### src/rtl/rdv_pkg.sv
package rdv_pkg;

  // Valid strobes for the two half-clock beats of one clock.
  typedef struct packed {
    logic lo;  // rising-edge beat
    logic hi;  // falling-edge beat
  } beatStrb_t;

  // Latency code to half-step count.
  function automatic int unsigned latHalfSteps(input logic [1:0] code);
    case (code)
      2'd0:    return 3;
      2'd1:    return 4;
      default: return 5;
    endcase
  endfunction

endpackage

### src/rtl/rdv_chain_ctrl.sv
module rdv_chain_ctrl
  import rdv_pkg::*;
#(
  parameter int MAX_LAT_HALF = 5,
  parameter int MAX_BURST    = 4
) (
  input  logic       clk,
  input  logic       rstN,
  input  logic [1:0] cfgLatency,
  input  logic       cfgBurst4,
  input  logic       cfgUseMemValid,
  input  logic       rdIssue,
  input  logic [1:0] memValid,
  output logic [1:0] beatValid,
  output beatStrb_t  strb
);

  localparam int HIST_DEPTH = (MAX_LAT_HALF + MAX_BURST - 1) / 2;
  localparam int CNT_W      = $clog2(2 * HIST_DEPTH + MAX_BURST + 2) + 1;

  logic [HIST_DEPTH-1:0] issHist;
  logic [HIST_DEPTH-1:0] hitLo;
  logic [HIST_DEPTH-1:0] hitHi;
  logic [CNT_W-1:0]      latHalf;
  logic [CNT_W-1:0]      winEnd;
  logic [1:0]            chainNext;
  logic [1:0]            memNext;
  logic                  memHiQ;

  assign latHalf = CNT_W'(latHalfSteps(cfgLatency));
  assign winEnd  = latHalf + (cfgBurst4 ? CNT_W'(4) : CNT_W'(2));

  // Issue history: stage i holds the read sampled i+1 edges before the next one.
  always_ff @(posedge clk) begin
    if (!rstN) issHist <= '0;
    else       issHist <= {issHist[HIST_DEPTH-2:0], rdIssue & ~cfgUseMemValid};
  end

  // Each stage/phase sits a fixed half-step distance from its issue.
  for (genvar i = 0; i < HIST_DEPTH; i++) begin : g_tap
    localparam logic [CNT_W-1:0] DIST_LO = CNT_W'(2 * (i + 1));
    localparam logic [CNT_W-1:0] DIST_HI = CNT_W'(2 * (i + 1) + 1);
    assign hitLo[i] = issHist[i] && (DIST_LO >= latHalf) && (DIST_LO < winEnd);
    assign hitHi[i] = issHist[i] && (DIST_HI >= latHalf) && (DIST_HI < winEnd);
  end

  assign chainNext = {|hitHi, |hitLo};
  // Pin path: one half-step of delay.
  assign memNext   = {memValid[0], memHiQ};

  always_ff @(posedge clk) begin
    if (!rstN) begin
      memHiQ    <= 1'b0;
      beatValid <= 2'b00;
    end else begin
      memHiQ    <= memValid[1];
      beatValid <= cfgUseMemValid ? memNext : chainNext;
    end
  end

  assign strb.lo = beatValid[0];
  assign strb.hi = beatValid[1];

  // empty history in chain mode gives no valid beat
  a_r5_no_issue_no_valid: assert property (@(posedge clk) disable iff (!rstN)
    (!cfgUseMemValid && issHist == '0) |=> (beatValid == 2'b00));

  // two-clock latency keeps beats paired inside one clock
  a_r3_paired_beats: assert property (@(posedge clk) disable iff (!rstN)
    (!cfgUseMemValid && cfgLatency == 2'd1) |=> (beatValid[0] == beatValid[1]));

  // pin rising beat shows up half a clock later
  a_r6_pin_half_delay: assert property (@(posedge clk) disable iff (!rstN)
    cfgUseMemValid |=> (beatValid[1] == $past(memValid[0])));

  // nothing valid on leaving reset
  a_r9_reset_clear: assert property (@(posedge clk) disable iff (!rstN)
    $rose(rstN) |-> (beatValid == 2'b00));

endmodule

### src/rtl/rdv_word_dp.sv
module rdv_word_dp
  import rdv_pkg::*;
#(
  parameter int DATA_W = 18
) (
  input  logic                  clk,
  input  logic                  rstN,
  input  beatStrb_t             strb,
  input  logic [2*DATA_W-1:0]   qBeats,
  output logic [2*DATA_W-1:0]   rdWord,
  output logic                  rdWordValid
);

  logic [DATA_W-1:0]   beatLo;
  logic [DATA_W-1:0]   beatHi;
  logic                pendValid;
  logic [DATA_W-1:0]   pendData;
  logic                nextPendValid;
  logic [DATA_W-1:0]   nextPendData;
  logic                nextWordValid;
  logic [2*DATA_W-1:0] nextWord;

  assign beatLo = qBeats[DATA_W-1:0];
  assign beatHi = qBeats[2*DATA_W-1:DATA_W];

  always_comb begin
    nextPendValid = pendValid;
    nextPendData  = pendData;
    nextWordValid = 1'b0;
    nextWord      = rdWord;
    case ({strb.hi, strb.lo})
      2'b11: begin
        nextWordValid = 1'b1;
        if (pendValid) begin
          nextWord     = {beatLo, pendData};
          nextPendData = beatHi;
        end else begin
          nextWord = {beatHi, beatLo};
        end
      end
      2'b01: begin
        if (pendValid) begin
          nextWordValid = 1'b1;
          nextWord      = {beatLo, pendData};
          nextPendValid = 1'b0;
        end else begin
          nextPendValid = 1'b1;
          nextPendData  = beatLo;
        end
      end
      2'b10: begin
        if (pendValid) begin
          nextWordValid = 1'b1;
          nextWord      = {beatHi, pendData};
          nextPendValid = 1'b0;
        end else begin
          nextPendValid = 1'b1;
          nextPendData  = beatHi;
        end
      end
      default: ;
    endcase
  end

  always_ff @(posedge clk) begin
    if (!rstN) begin
      pendValid   <= 1'b0;
      pendData    <= '0;
      rdWord      <= '0;
      rdWordValid <= 1'b0;
    end else begin
      pendValid   <= nextPendValid;
      pendData    <= nextPendData;
      rdWord      <= nextWord;
      rdWordValid <= nextWordValid;
    end
  end

  // a word needs at least one valid beat in the clock before it
  a_r8_no_word_without_beat: assert property (@(posedge clk) disable iff (!rstN)
    (!strb.lo && !strb.hi) |=> !rdWordValid);

endmodule

### src/rtl/rdv_timing_chain.sv
module rdv_timing_chain
  import rdv_pkg::*;
#(
  parameter int DATA_W       = 18,
  parameter int MAX_LAT_HALF = 5,
  parameter int MAX_BURST    = 4
) (
  input  logic                clk,
  input  logic                rstN,
  input  logic [1:0]          cfgLatency,
  input  logic                cfgBurst4,
  input  logic                cfgUseMemValid,
  input  logic                rdIssue,
  input  logic [1:0]          memValid,
  input  logic [2*DATA_W-1:0] qBeats,
  output logic [1:0]          beatValid,
  output logic [2*DATA_W-1:0] rdWord,
  output logic                rdWordValid
);

  beatStrb_t strb;

  rdv_chain_ctrl #(
    .MAX_LAT_HALF (MAX_LAT_HALF),
    .MAX_BURST    (MAX_BURST)
  ) ctrl_i (
    .clk            (clk),
    .rstN           (rstN),
    .cfgLatency     (cfgLatency),
    .cfgBurst4      (cfgBurst4),
    .cfgUseMemValid (cfgUseMemValid),
    .rdIssue        (rdIssue),
    .memValid       (memValid),
    .beatValid      (beatValid),
    .strb           (strb)
  );

  rdv_word_dp #(
    .DATA_W (DATA_W)
  ) dp_i (
    .clk         (clk),
    .rstN        (rstN),
    .strb        (strb),
    .qBeats      (qBeats),
    .rdWord      (rdWord),
    .rdWordValid (rdWordValid)
  );

endmodule

### config.mk
export PLATFORM = sky130hd
export DESIGN_NAME = rdv_timing_chain
export DESIGN_NICKNAME = d
export VERILOG_FILES = /design/src/rtl/rdv_pkg.sv /design/src/rtl/rdv_chain_ctrl.sv /design/src/rtl/rdv_word_dp.sv /design/src/rtl/rdv_timing_chain.sv
export SDC_FILE = /design/constraint.sdc
export NUM_CORES = 1
export LEC_CHECK = 0
export CAP_MARGIN = 10
export CELL_PAD_IN_SITES_DETAIL_PLACEMENT = 1
export CELL_PAD_IN_SITES_GLOBAL_PLACEMENT = 1
export CORE_MARGIN = 3
export CORE_UTILIZATION = 45
export CTS_BUF_LIST = sky130_fd_sc_hd__clkbuf_4
export DETAILED_ROUTE_END_ITERATION = 6
export DONT_BUFFER_PORTS = 1
export PLACE_DENSITY = 0.83
export REMOVE_ABC_BUFFERS = 1
export SLEW_MARGIN = 20
export SYNTH_ARGS = -nofsm -noshare
export SYNTH_HDL_FRONTEND = slang
export SYNTH_HIERARCHICAL = 1
export SYNTH_SLANG_ARGS = --single-unit
### constraint.sdc
create_clock -name clk -period 1.9 [get_ports clk]
set_clock_uncertainty 0.1 [all_clocks]
set_input_delay 0.095 -clock clk [delete_from_list [all_inputs] [get_ports clk]]
set_output_delay 0.095 -clock clk [all_outputs]
set_load 0.02 [all_outputs]
* Yosys cells after proc, flatten, opt, wreduce, memory -nomap -nowiden *
Index checks and enable logic that the tools add are counted.

cells by class
  divide/modulo/power cells = 0
  equal/unequal tests = 9
  mux-type cells = 14
  $mul = 0
  $add $sub $neg = 1
  shift operators = 0
  bitwise gates (word level) = 2
  reduce and logical (&&, ||, !) cells = 23
  order comparisons = 16

operators by type and width
  cell                                                                         count
  36-bit two-way mux                                                           3
  36-bit case mux with 3 select lines                                          1
  18-bit two-way mux                                                           3
  18-bit case mux with 3 select lines                                          1
  3-bit by 5-bit less-than comparator with 1-bit output, first input constant  4
  1-bit logical AND                                                            16
  3-bit >= comparator, first input constant                                    4
  2-bit by 5-bit less-than comparator with 1-bit output, first input constant  2
  4-bit by 5-bit less-than comparator with 1-bit output, first input constant  2
  4-bit by 3-bit >= comparator with 1-bit output, first input constant         2
  4-bit OR reduction                                                           2
  2-bit by 3-bit >= comparator with 1-bit output, first input constant         2
  2-bit by 1-bit != test with 1-bit output, second input constant              3
  3-bit case mux with 2 select lines                                           1
  3-bit by 5-bit adder with 5-bit output                                       1
  2-bit by 1-bit equality test with 1-bit output, second input constant        2
  2-bit equality test, second input constant                                   2
  2-bit != test, second input constant                                         2
  4-bit AND reduction                                                          1
  3-bit two-way mux                                                            1
  3-bit AND reduction                                                          1
  3-bit nonzero test                                                           1
  2-bit zero test                                                              1
  1-bit two-way mux                                                            2
  5 further kinds                                                              5

word-level totals
  word-level logic and storage cells = 72
  memories kept = 0
  RAM bits = 0
  register bits = 63
  latch bits = 0
  bits in read-only memories = 0

* Depth between registers and ports, before layout *
Gate-level depths: netlist (run 1).

  depth in word-level cells = 7
  gate-level depth with buffers = 8
  gate-level depth less buffers = 5

* Cells and area by module *
Netlist (run 1), hierarchy kept.

modules (own cells, without submodules)
  module          times used  sequential area each (µm²)  cells each  area an instance (µm²)
  rdv_word_dp     1           1121.1                      345         3254.4
  rdv_chain_ctrl  1           140.1                       29          282.8

* Least setup slack after synthesis (run 1) *
OpenSTA, ideal clock, no wires.

  kind = register to register
  from = register ctrl_i.beatValid[1]
  to = register dp_i.pendData[10]
  stages on the path, launching flop included = 9
  clock period less this slack = 2.018 ns
  setup time = 0.080 ns
  data arrival time = 1.838 ns
  path buffers = 3
  path slack = -0.118 ns
  cells stage by stage = dfxtp_1 -> buf_4 -> inv_1 -> ha_1 -> mux2_4 -> and2_1 -> buf_6 -> buf_6 -> a211oi_2

between the ends
  word-level cells in the longest chain between the ends = 3
  elaborated cells on any way between the ends = 9
  those cells by class = eq/ne: 6; mux: 1; reduce/logical: 2

ends and longest elaborated chain
  what                                                                                          line                  text
  from (decl)                                                                                   rdv_chain_ctrl.sv:14  output logic [1:0] beatValid,
  from (signal assigned)                                                                        rdv_chain_ctrl.sv:57  beatValid <= cfgUseMemValid ? memNext : chainNext;
  2-bit equality test / 2-bit by 1-bit equality test with 1-bit output (equally long branches)  rdv_word_dp.sv:31     case ({strb.hi, strb.lo})
  2-bit != test (no line) (tied with other cells)                                               --
  4-bit AND reduction (no line)                                                                 --
  to (signal assigned)                                                                          rdv_word_dp.sv:73     pendData <= nextPendData;
  to (decl)                                                                                     rdv_word_dp.sv:17     logic [DATA_W-1:0] pendData;

Parallel ways exist; a longest one is shown, timed or not.
A chain may end at the register's enable or synchronous reset.

* Worst setup path in the final report (run 1) *
  from = register ctrl_i.beatValid[0]
  to = register dp_i.pendData[7]

Same word-level chain as after synthesis.

==> results of run 1 <==
cell type report:
class	instances	share of cell area
clock buffers	10	0.01676
clock inverters	6	0.01145
inverters	7	0.005864
multi-input cells	266	0.4652
flip-flops and latches	63	0.2834
well taps	99	0.02765
repair buffers	87	0.1896
cell families after synthesis:
kind of cell             synth area share
multiplexers                       0.2115
AND/OR/NAND/NOR                   0.06155
flip-flops                         0.3566
adder cells (fa/ha/maj)           0.01769
XOR/XNOR                         0.002477
buffers and inverters             0.06898
AO/OA/AOI/OAI                      0.2812
sequential cells by signal, summed over array words and instances (netlist names):
signal            cells
ctrl_i/beatValid      2
ctrl_i/memHiQ         1
dp_i/pendValid        1
dp_i/pendData        18
dp_i/rdWord          36
dp_i/rdWordValid      1
ctrl_i/issHist        4
cells in the final DEF, fill, tap and decap left out, types with 14 or more instances in the layout:
cell            n
a211oi_1       21
a211oi_2       14
a21oi_1        38
a22oi_1        18
buf_4          23
dfxtp_1        60
dlygate4sd3_1  57
mux2_2         18
mux2i_1        53
nand2_1        35
o22a_1         17
o22ai_1        18
synthesized netlist by cell type (2+ instances only):
cell type	n	area (um^2)
dfxtp_1	63	1261
mux2i_1	53	530.5
a21oi_1	39	195.2
nand2_1	35	131.4
a211oi_1	25	187.7
a22oi_1	18	135.1
mux2_2	18	202.7
o22ai_1	18	112.6
o22a_1	17	148.9
buf_2	15	75.07
clkbuf_1	11	41.29
a211oi_2	10	125.1
and2_1	6	37.54
inv_1	6	22.52
buf_4	5	37.54
buf_6	5	56.30
ha_1	5	62.56
o21ai_0	3	15.01
a31oi_1	2	12.51
buf_1	2	7.510
nor2_1	2	7.510
worst max-delay path: cells and delay by family, from the launching register on:
family                   cells  cell delay (ps)
buffers and inverters        2              370
adder cells (fa/ha/maj)      1              210
multiplexers                 1              310
AO/OA/AOI/OAI                2              370
flip-flops                   1              380
power by group through the flow:
stage | clock network (mW) | logic [mW] | registers, mW
6_report | 0.898 | 1.11 | 1.66
5_1_grt | 0.978 | 1.20 | 1.68
4_1_cts | 0.918 | 1.05 | 1.66
3_5_place_dp | 0 | 0.918 | 1.69
3_3_place_gp | 0 | 0.874 | 1.68
2_1_floorplan | 0 | 0.613 | 1.70
layer usage:
| metal | up-vias | wire length [um] | share of wire | track usage |
|---|---|---|---|---|
| li1 | 1531 | - | - | - |
| met1 | 1698 | 4878 | 0.40 | 0.3125 |
| met2 | 103 | 6203 | 0.51 | 0.4874 |
| met3 | 34 | 737 | 0.061 | 0.07809 |
| met4 | 0 | 326 | 0.027 | 0.09615 |
| met5 | - | 0 | 0 | 0 |
through the flow:
stage	power, mW	worst slack [ps]	utilization
global placement	2.553	130.3	0.4963
detailed placement	2.607	1.658	0.4963
CTS	3.629	6.886	0.5870
global route	3.858	-69.81	0.6016
finish	3.675	-3.566	0.6016
floorplan	2.309	-1542	-
what timing repair did:
item	CTS	global route
resized for setup	3	17
hold endpoints to repair	61	2
buffers inserted	0	0
setup endpoints to repair	16	45
hold buffers	54	4
path summary, 6_finish.rpt:
check,to,slack (ps),cells past startpoint
setup / recovery,dp_i/pendData[7],-4,6
hold / removal,ctrl_i/beatValid[0],10,3
setup reg to reg,dp_i/pendData[7],-4,6
hold reg to reg,dp_i/pendData[3],460,2
==> flow_summary.yaml, run 1 <==
grt:
  grt_pass1_wl_um: 18820
  antenna_found_initial: 0
  grt_pass1_vias: 3622
  grt-ovfl-total: 0
  grt_max_degree: 38
  grtUsageTotal: 0.2744
setup_path:
  slowest_delay_ps: 380
  cp_common_cell: "buf_4"
  crit_fanout: 18
  crit_arrival_ps: 2060
  worstSetupEndpointType: "flop"
  required_ps: 2060
  path_cells: "buf_4 -> ha_1 -> mux2_4 -> buf_4 -> a21oi_1 -> a211oi_2"
  timing.critical_path.from: "ctrl_i/beatValid[0]"
  crit_slowest_cell: "dfxtp_2"
  cp-start-kind: "flop"
  regToRegStartpoint: "ctrl_i/beatValid[0]"
  crit_type: "reg -> reg"
final_layout:
  layout.cells.non_filler: 538
  fillCellCount: 847
  final_area_um2: 4481
  antenna_cells: 0
  final_nets: 484
  syn2layout_area_growth_pct: 26.67
  multiInputGateArea_um2: 2085
  regArea_um2: 1270
  drive_above_1_share: 0.2050
floorplanning:
  die_x_um: 94.66
  start_util: 0.4750
  dieArea_um2: 8961
  num_rows: 31
  core_um2: 7447
  dieHeight_um: 94.66
  io-pin-count: 84
synthesis:
  syn_area_um2: 3537
  yosys_register_bits: 63
  synthFlopType: "dfxtp_1"
  synth_edf_count: 0
  async_flop_share: 0
  yosys_warnings: 6
  ys_types: 37
  synth.avg_cell_area_um2: 9.458
  yosysSeqAreaShare: 0.3566
  postSynthCellCount: 374
timing:
  hold_violations: 0
  post-route-period-util: 1.002
  setup_viol: 1
  slew_headroom: 0.3638
  tns_ps: -3.566
  worst_pin_slew_ps: 951.1
  holdWs_ps: 14.33
  fmax_mhz: 525.3
  fin_ws_ps: -3.566
  fin_crit_ps: 1904
  final_max_slew_viol_count: 0
  rsz0062_at_grt: "true"
pwr:
  p_int_mw: 2.389
  power_switching_mw: 1.285
  leakage_nw: 1.560
  power_density_nw_per_um2: 820.1
  p_sw_frac: 0.3498
  seq_power_share: 0.453
  p_comb_frac: 0.303
  irDropWorstVdd_mv: 0.4298
  p_clk_frac: 0.244
placed_design:
  placedCellCount: 464
  hpwl_um: 7268
  place_congestion: 0.8293
  dpl-instance-area_um2: 3696
  port_buffers: 0
clock_tree:
  clk_latency_ps: 410
  cts_buffer_depth: 2
  clock_sinks: 63
  cts_tree: "built"
  clock-root-buffer: "clkbuf_4"
  clk_pin_slew_ps: 110
  cts_made_buffers: 9
  cts_htree_levels: 3
route:
  ant_nets: 0
  initialDrtViolationCount: 158
  vias: 3366
  routed_via_density: 6.257
  routed_wirelength_um: 12150
  wire_per_inst_um: 22.57
  drc: 0
  drt_first_pass_iters: 4
status:
  violations: "negative setup slack"
  status: "complete, but fails checks"
hold_path:
  hp-start: "cfgBurst4"
  hold_class: "in -> reg"
run:
  cap_viol_max_count: 0
(Power assumes the default switching activity.)
==> inputs of run 2 (changes only) <==
--- a/config.mk
+++ b/config.mk
@@ -6,13 +6,14 @@
 export NUM_CORES = 1
 export LEC_CHECK = 0
+export ABC_AREA = 1
 export CAP_MARGIN = 10
 export CELL_PAD_IN_SITES_DETAIL_PLACEMENT = 1
 export CELL_PAD_IN_SITES_GLOBAL_PLACEMENT = 1
 export CORE_MARGIN = 3
-export CORE_UTILIZATION = 45
+export CORE_UTILIZATION = 40
 export CTS_BUF_LIST = sky130_fd_sc_hd__clkbuf_4
 export DETAILED_ROUTE_END_ITERATION = 6
 export DONT_BUFFER_PORTS = 1
-export PLACE_DENSITY = 0.83
+export PLACE_DENSITY = 0.84
 export REMOVE_ABC_BUFFERS = 1
 export SLEW_MARGIN = 20
==> constraint.sdc (replaced) <==
create_clock -name clk -period 1.9 [get_ports clk]
set_clock_uncertainty 0.1 [all_clocks]
set_input_delay 0.38 -clock clk [delete_from_list [all_inputs] [get_ports clk]]
set_output_delay 0.38 -clock clk [all_outputs]
set_load 0.02 [all_outputs]
==> flow_summary.yaml, run 2 <==
status:
  status: "finished clean"
route:
  initialDrtViolationCount: 168
  drt_first_pass_iters: 4
  routed_wirelength_um: 12830
  routed_via_density: 5.098
  drc: 0
  ant_nets: 0
  vias: 4211
  wire_per_inst_um: 15.53
setup_path:
  regToRegStartpoint: "ctrl_i/beatValid[1]"
  timing.rr.end: "dp_i/pendData[16]"
  worstSetupEndpointType: "flop"
  slowest_delay_ps: 370
  crit_type: "reg -> reg"
  ff2ff_path_depth: 12
  path_buf_inv: 5
  cp_common_cell: "nand2_1"
  crit_slowest_cell: "dfxtp_2"
  required_ps: 2130
  crit_fanout: 9
  cp-start-kind: "flop"
  rrSetupSlack_ps: 90
  crit_family: "buffers and inverters"
  crit_arrival_ps: 2040
  path_cells: "inv_1 -> ha_4 -> inv_2 -> buf_12 -> nand2_1 -> nand2_1 -> nor2_4 -> buf_12 -> buf_12 -> nand2_1 -> nand2_1 -> nor2_1"
floorplanning:
  io-pin-count: 84
  die_x_um: 104.2
  num_rows: 35
  dieArea_um2: 10860
  core_um2: 9328
  dieHeight_um: 104.2
  start_util: 0.4137
clock_tree:
  cts_tree: "built"
  cts_htree_levels: 3
  clk_pin_slew_ps: 110
  clk_latency_ps: 440
  clock-root-buffer: "clkbuf_4"
  cts_buffer_depth: 2
  clock_sinks: 63
  cts_made_buffers: 9
synthesis:
  synth.avg_cell_area_um2: 5.625
  yosys_warnings: 6
  yosysSeqAreaShare: 0.3268
  ys_types: 22
  async_flop_share: 0
  yosys-top-cells-count: "268 x nand2_1, 105 x inv_1, 101 x nor2_1"
  yosys_register_bits: 63
  postSynthCellCount: 686
  synth.most_common_cell: "nand2_1"
  syn_area_um2: 3859
  yosysTopAreaCell: "dfxtp_1"
  synth_top_area_share: 0.3268
  synth_edf_count: 0
  synthFlopType: "dfxtp_1"
  synth_top_cells_by_area: "dfxtp_1 33%, nand2_1 26%, inv_1 10%"
final_layout:
  drive_above_1_share: 0.07891
  top_register: "dp_i/rdWord"
  largestRegisters: "dp_i/rdWord (36), dp_i/pendData (18), ctrl_i/issHist (4)"
  final_cell_mix: "268 x nand2_1, 105 x inv_1, 100 x nor2_1"
  final_util: 0.4759
  final_nets: 742
  final_area_um2: 4439
  syn2layout_area_growth_pct: 15.05
  largest_reg_flops: 36
  final_common_cell: "nand2_1"
  antenna_cells: 0
grt:
  grt-ovfl-total: 0
  grtUsageTotal: 0.2245
  antenna_found_initial: 0
  grt_pass1_wl_um: 19870
  grt_max_degree: 60
  grt_pass1_vias: 4176
placed_design:
  place_congestion: 0.8118
  port_buffers: 0
  hpwl_um: 7974
  dpl-instance-area_um2: 4045
timing:
  setup_viol: 0
  worst_pin_slew_ps: 442.6
  final_max_slew_viol_count: 0
  post-route-period-util: 0.9530
  rsz0062_at_grt: "true"
  fmax_mhz: 552.3
  hold_violations: 0
  slew_headroom: 0.7042
  fin_crit_ps: 1811
run:
  cap_viol_max_count: 0
pwr:
  leakage_nw: 2.385
  power_density_nw_per_um2: 869.4
  irDropWorstVdd_mv: 0.2990
hold_path:
  whs_endpoint: "ctrl_i/beatValid[0]"
  hp-start: "cfgLatency[1]"
  hold_class: "in -> reg"
  hold_depth: 2
## run 2: cell types whose count changed after synthesis, sizes merged, moves of 6 or more
| cell | previous run | this run |
|---|---|---|
| o22ai | 18 | 0 |
| mux2 | 19 | 0 |
| nand2 | 35 | 268 |
| nor2 | 3 | 105 |
| and2 | 6 | 0 |
| a22oi | 18 | 0 |
| mux2i | 53 | 0 |
| a211oi | 35 | 1 |
| a21oi | 39 | 31 |
| inv | 7 | 107 |
| o22a | 17 | 0 |
| nand3 | 2 | 56 |
## run 2: how the worst max path moves through the flow
stage	end	slack, ps	cells after the start	startpoint
after floorplan	dp_i/rdWord[18]	-970	6	ctrl_i/beatValid[1]
after global placement	dp_i/rdWord[15]	90	8	ctrl_i/beatValid[1]
after detailed placement	dp_i/rdWord[13]	-80	8	ctrl_i/beatValid[1]
after CTS	dp_i/pendData[2]	1	11	ctrl_i/beatValid[1]
after global routing	dp_i/pendData[16]	-20	12	ctrl_i/beatValid[1]
final	dp_i/pendData[16]	90	12	ctrl_i/beatValid[1]
## run 2: metrics by stage
step                worst slack, ps  hold WS (ps)  setup TNS, ps  power [mW]  std cells
global placement              88.68         318.5              0       2.602        797
global route                 -16.53         10.54         -63.12       4.120        826
finish                        89.29         30.04              0       3.859        826
floorplan                    -966.2         307.1         -46160       2.346        648
CTS                           1.444         14.11              0       3.784        819
detailed placement           -76.39         326.9         -318.9       2.661        797
## run 2: final cells by class
type                            count  area [um^2]
Clock buffer                        9        67.56
Clock inverter                      7        87.58
Fill cell                        1326         4888
Inverter                          107        401.6
Multi-Input combinational cell    478         2031
Sequential cell                    63         1262
Tap cell                          129        161.4
Timing Repair Buffer               33        427.9
## run 2: where the power goes
group | internal (mW) | switching, mW | total, mW
sequential | 1.47 | 0.219 | 1.69
clock | 0.524 | 0.553 | 1.08
combinational | 0.441 | 0.655 | 1.10
total | 2.43 | 1.43 | 3.86
## run 2: metal layers
metal | track usage | part of all wire | up-vias
met5 | 0 | 0 | -
li1 | - | - | 2050
met4 | 0.06363 | 0.016 | 0
met3 | 0.07759 | 0.066 | 20
met2 | 0.4071 | 0.51 | 119
met1 | 0.2476 | 0.41 | 2022
## run 2: logic make-up after synthesis
group | share of synthesized area
fa+ha+maj | 0.01621
simple gates | 0.4426
buf+inv | 0.1547
compound gates | 0.05966
flops | 0.3268
## run 2: timing repair
action | in CTS | in global routing
resized for setup | 1 | 9
cloned | 0 | 3
buffers inserted | 0 | 5
hold buffers | 6 | 0
pin swaps | 0 | 1
endpoints found under the setup margin | 14 | 27
hold endpoints to repair | 61 | 0
==> inputs of run 3 (changes only) <==
- CORE_UTILIZATION: 40 -> 47
- PLACE_DENSITY: 0.84 -> 0.92
- clock period: 1.9 -> 2.2 ns (I/O delays scaled with it)
==> flow_summary.yaml, run 3 (same netlist as run 2, synthesis figures left out) <==
clock_tree:
  clock-root-buffer: "clkbuf_4"
  cts_made_buffers: 9
  cts_buffer_depth: 2
  cts_tree: "built"
  clk_latency_ps: 430
  clk_pin_slew_ps: 110
  cts_resized: 0
  cts_setup_buffers: 0
  clock_sinks: 63
  cts_htree_levels: 3
placed_design:
  pre_cts_ws_ps: 206.2
  port_buffers: 0
  hpwl_um: 8304
  place_congestion: 0.7879
  placedCellCount: 767
floorplanning:
  dieHeight_um: 96.61
  io-pin-count: 84
  start_util: 0.4917
  core_um2: 7848
  num_rows: 32
  dieArea_um2: 9333
  die_x_um: 96.61
status:
  status: "finished clean"
pwr:
  p_int_mw: 1.913
  leakage_nw: 2.252
  p_sw_frac: 0.3755
  p_comb_frac: 0.262
  power_density_nw_per_um2: 750.9
  power_switching_mw: 1.151
  seq_power_share: 0.473
  p_clk_frac: 0.265
  irDropWorstVdd_mv: 0.3042
grt:
  grtUsageTotal: 0.2643
  grt-ovfl-total: 0
  grt_max_degree: 63
  antenna_found_initial: 0
  grt_pass1_vias: 4323
  grt_pass1_wl_um: 20470
route:
  initialDrtViolationCount: 165
  ant_nets: 0
  routed_via_density: 5.284
  drc: 0
  vias: 4143
  drt_first_pass_iters: 4
  wire_per_inst_um: 15.57
  routed_wirelength_um: 12210
timing:
  fin_ws_ps: 224.6
  fmax_mhz: 506.2
  worst_pin_slew_ps: 731.3
  rsz0062_at_grt: "false"
  hold_violations: 0
  post-route-period-util: 0.8979
  setup_viol: 0
  slew_headroom: 0.5120
  final_max_slew_viol_count: 0
  fin_crit_ps: 1975
setup_path:
  rrSetupSlack_ps: 220
  cp-start-kind: "flop"
  path_buf_inv: 2
  timing.rr.end: "dp_i/rdWord[15]"
  crit_fanout: 14
  crit_type: "reg -> reg"
  path_cells: "inv_1 -> ha_1 -> buf_4 -> nor2_2 -> nor2_2 -> nand2_1 -> nand2_1 -> nor2_1 -> nor2_1"
  crit_arrival_ps: 2240
  crit_family: "simple AND/OR/NAND/NOR gates"
  required_ps: 2460
  worstSetupEndpointType: "flop"
  crit_slowest_cell: "nor2_2"
  slowest_delay_ps: 560
  ff2ff_path_depth: 9
  regToRegStartpoint: "ctrl_i/beatValid[1]"
hold_path:
  hp-start: "memValid[1]"
  hold_depth: 2
  whs_endpoint: "ctrl_i/memHiQ"
  hold_class: "in -> reg"
final_layout:
  final_nets: 727
  fillCellCount: 1195
  layout.cells.non_filler: 784
  largestRegisters: "dp_i/rdWord (36), dp_i/pendData (18), ctrl_i/issHist (4)"
  antenna_cells: 0
  final_cell_mix: "268 x nand2_1, 105 x inv_1, 101 x nor2_1"
  drive_above_1_share: 0.05718
  syn2layout_area_growth_pct: 5.739
  top_register: "dp_i/rdWord"
  largest_reg_flops: 36
  final_common_cell: "nand2_1"
run:
  cap_viol_max_count: 0
==> run 3: cell count changes in the layout (fill, tap and decap cells not counted), moves of 2 or more <==
cell | before | now
buf_12 | 7 | 1
clkbuf_16 | 3 | 0
clkbuf_4 | 9 | 11
dlygate4sd3_1 | 5 | 1
ha_1 | 3 | 5
==> run 3: routing by layer <==
layer / global-route usage / up-vias / share of wire
met5: 0 / - / 0
met4: 0.1220 / 0 / 0.028
met3: 0.05552 / 31 / 0.066
met2: 0.4634 / 132 / 0.51
met1: 0.3065 / 1966 / 0.39
li1: - / 2014 / -
==> run 3: through the flow <==
step	instance area, um^2	hold WS (ps)	TNS (ps)	util	total power [mW]
finish	4080	18.33	0	0.5199	3.064
global route	4080	8.426	0	0.5199	3.285
CTS	4080	2.245	0	0.5199	3.089
detailed placement	3939	329.1	0	0.5019	2.273
global placement	3939	313.9	0	0.5019	2.207
floorplan	3664	307.1	-29960	-	2.026
==> run 3: repair_timing <==
item	in CTS	in global routing
endpoints found under the setup margin	0	0
hold buffers	1	0
endpoints found under the hold margin	1	0
==> run 3: layout make-up <==
type	count	area [um^2]	share of cell area
Timing Repair Buffer	18	150.1	0.03680
Inverter	107	401.6	0.09844
Clock buffer	11	82.58	0.02024
Multi-Input combinational cell	478	2008	0.4922
Tap cell	102	127.6	0.03128
Clock inverter	5	48.80	0.01196
Sequential cell	63	1261	0.3091
==> run 3: power by group through the flow <==
stage	sequential [mW]	clock (mW)	combinational (mW)
3_5_place_dp	1.48	0	0.796
2_1_floorplan	1.47	0	0.560
4_1_cts	1.45	0.827	0.810
3_3_place_gp	1.47	0	0.739
6_report	1.45	0.811	0.803
5_1_grt	1.47	0.890	0.928
==> run 3: worst max-delay path by stage <==
stage / start / to / slack, ps / cells past startpoint
2_1_floorplan: ctrl_i/beatValid[1] / dp_i/rdWord[18] / -670 / 6
3_3_place_gp: ctrl_i/beatValid[0] / dp_i/pendData[12] / 380 / 11
3_5_place_dp: ctrl_i/beatValid[0] / dp_i/rdWord[15] / 210 / 8
4_1_cts: ctrl_i/beatValid[1] / dp_i/rdWord[15] / 190 / 9
5_1_grt: ctrl_i/beatValid[1] / dp_i/rdWord[15] / 50 / 9
6_report: ctrl_i/beatValid[1] / dp_i/rdWord[15] / 220 / 9
==> run 3: worst reg2reg max path: cells and delay by family (launching register included) <==
kind,cells,cell delay (ps)
buf+inv,2,280
flops,1,340
simple gates,6,1010
fa+ha+maj,1,200
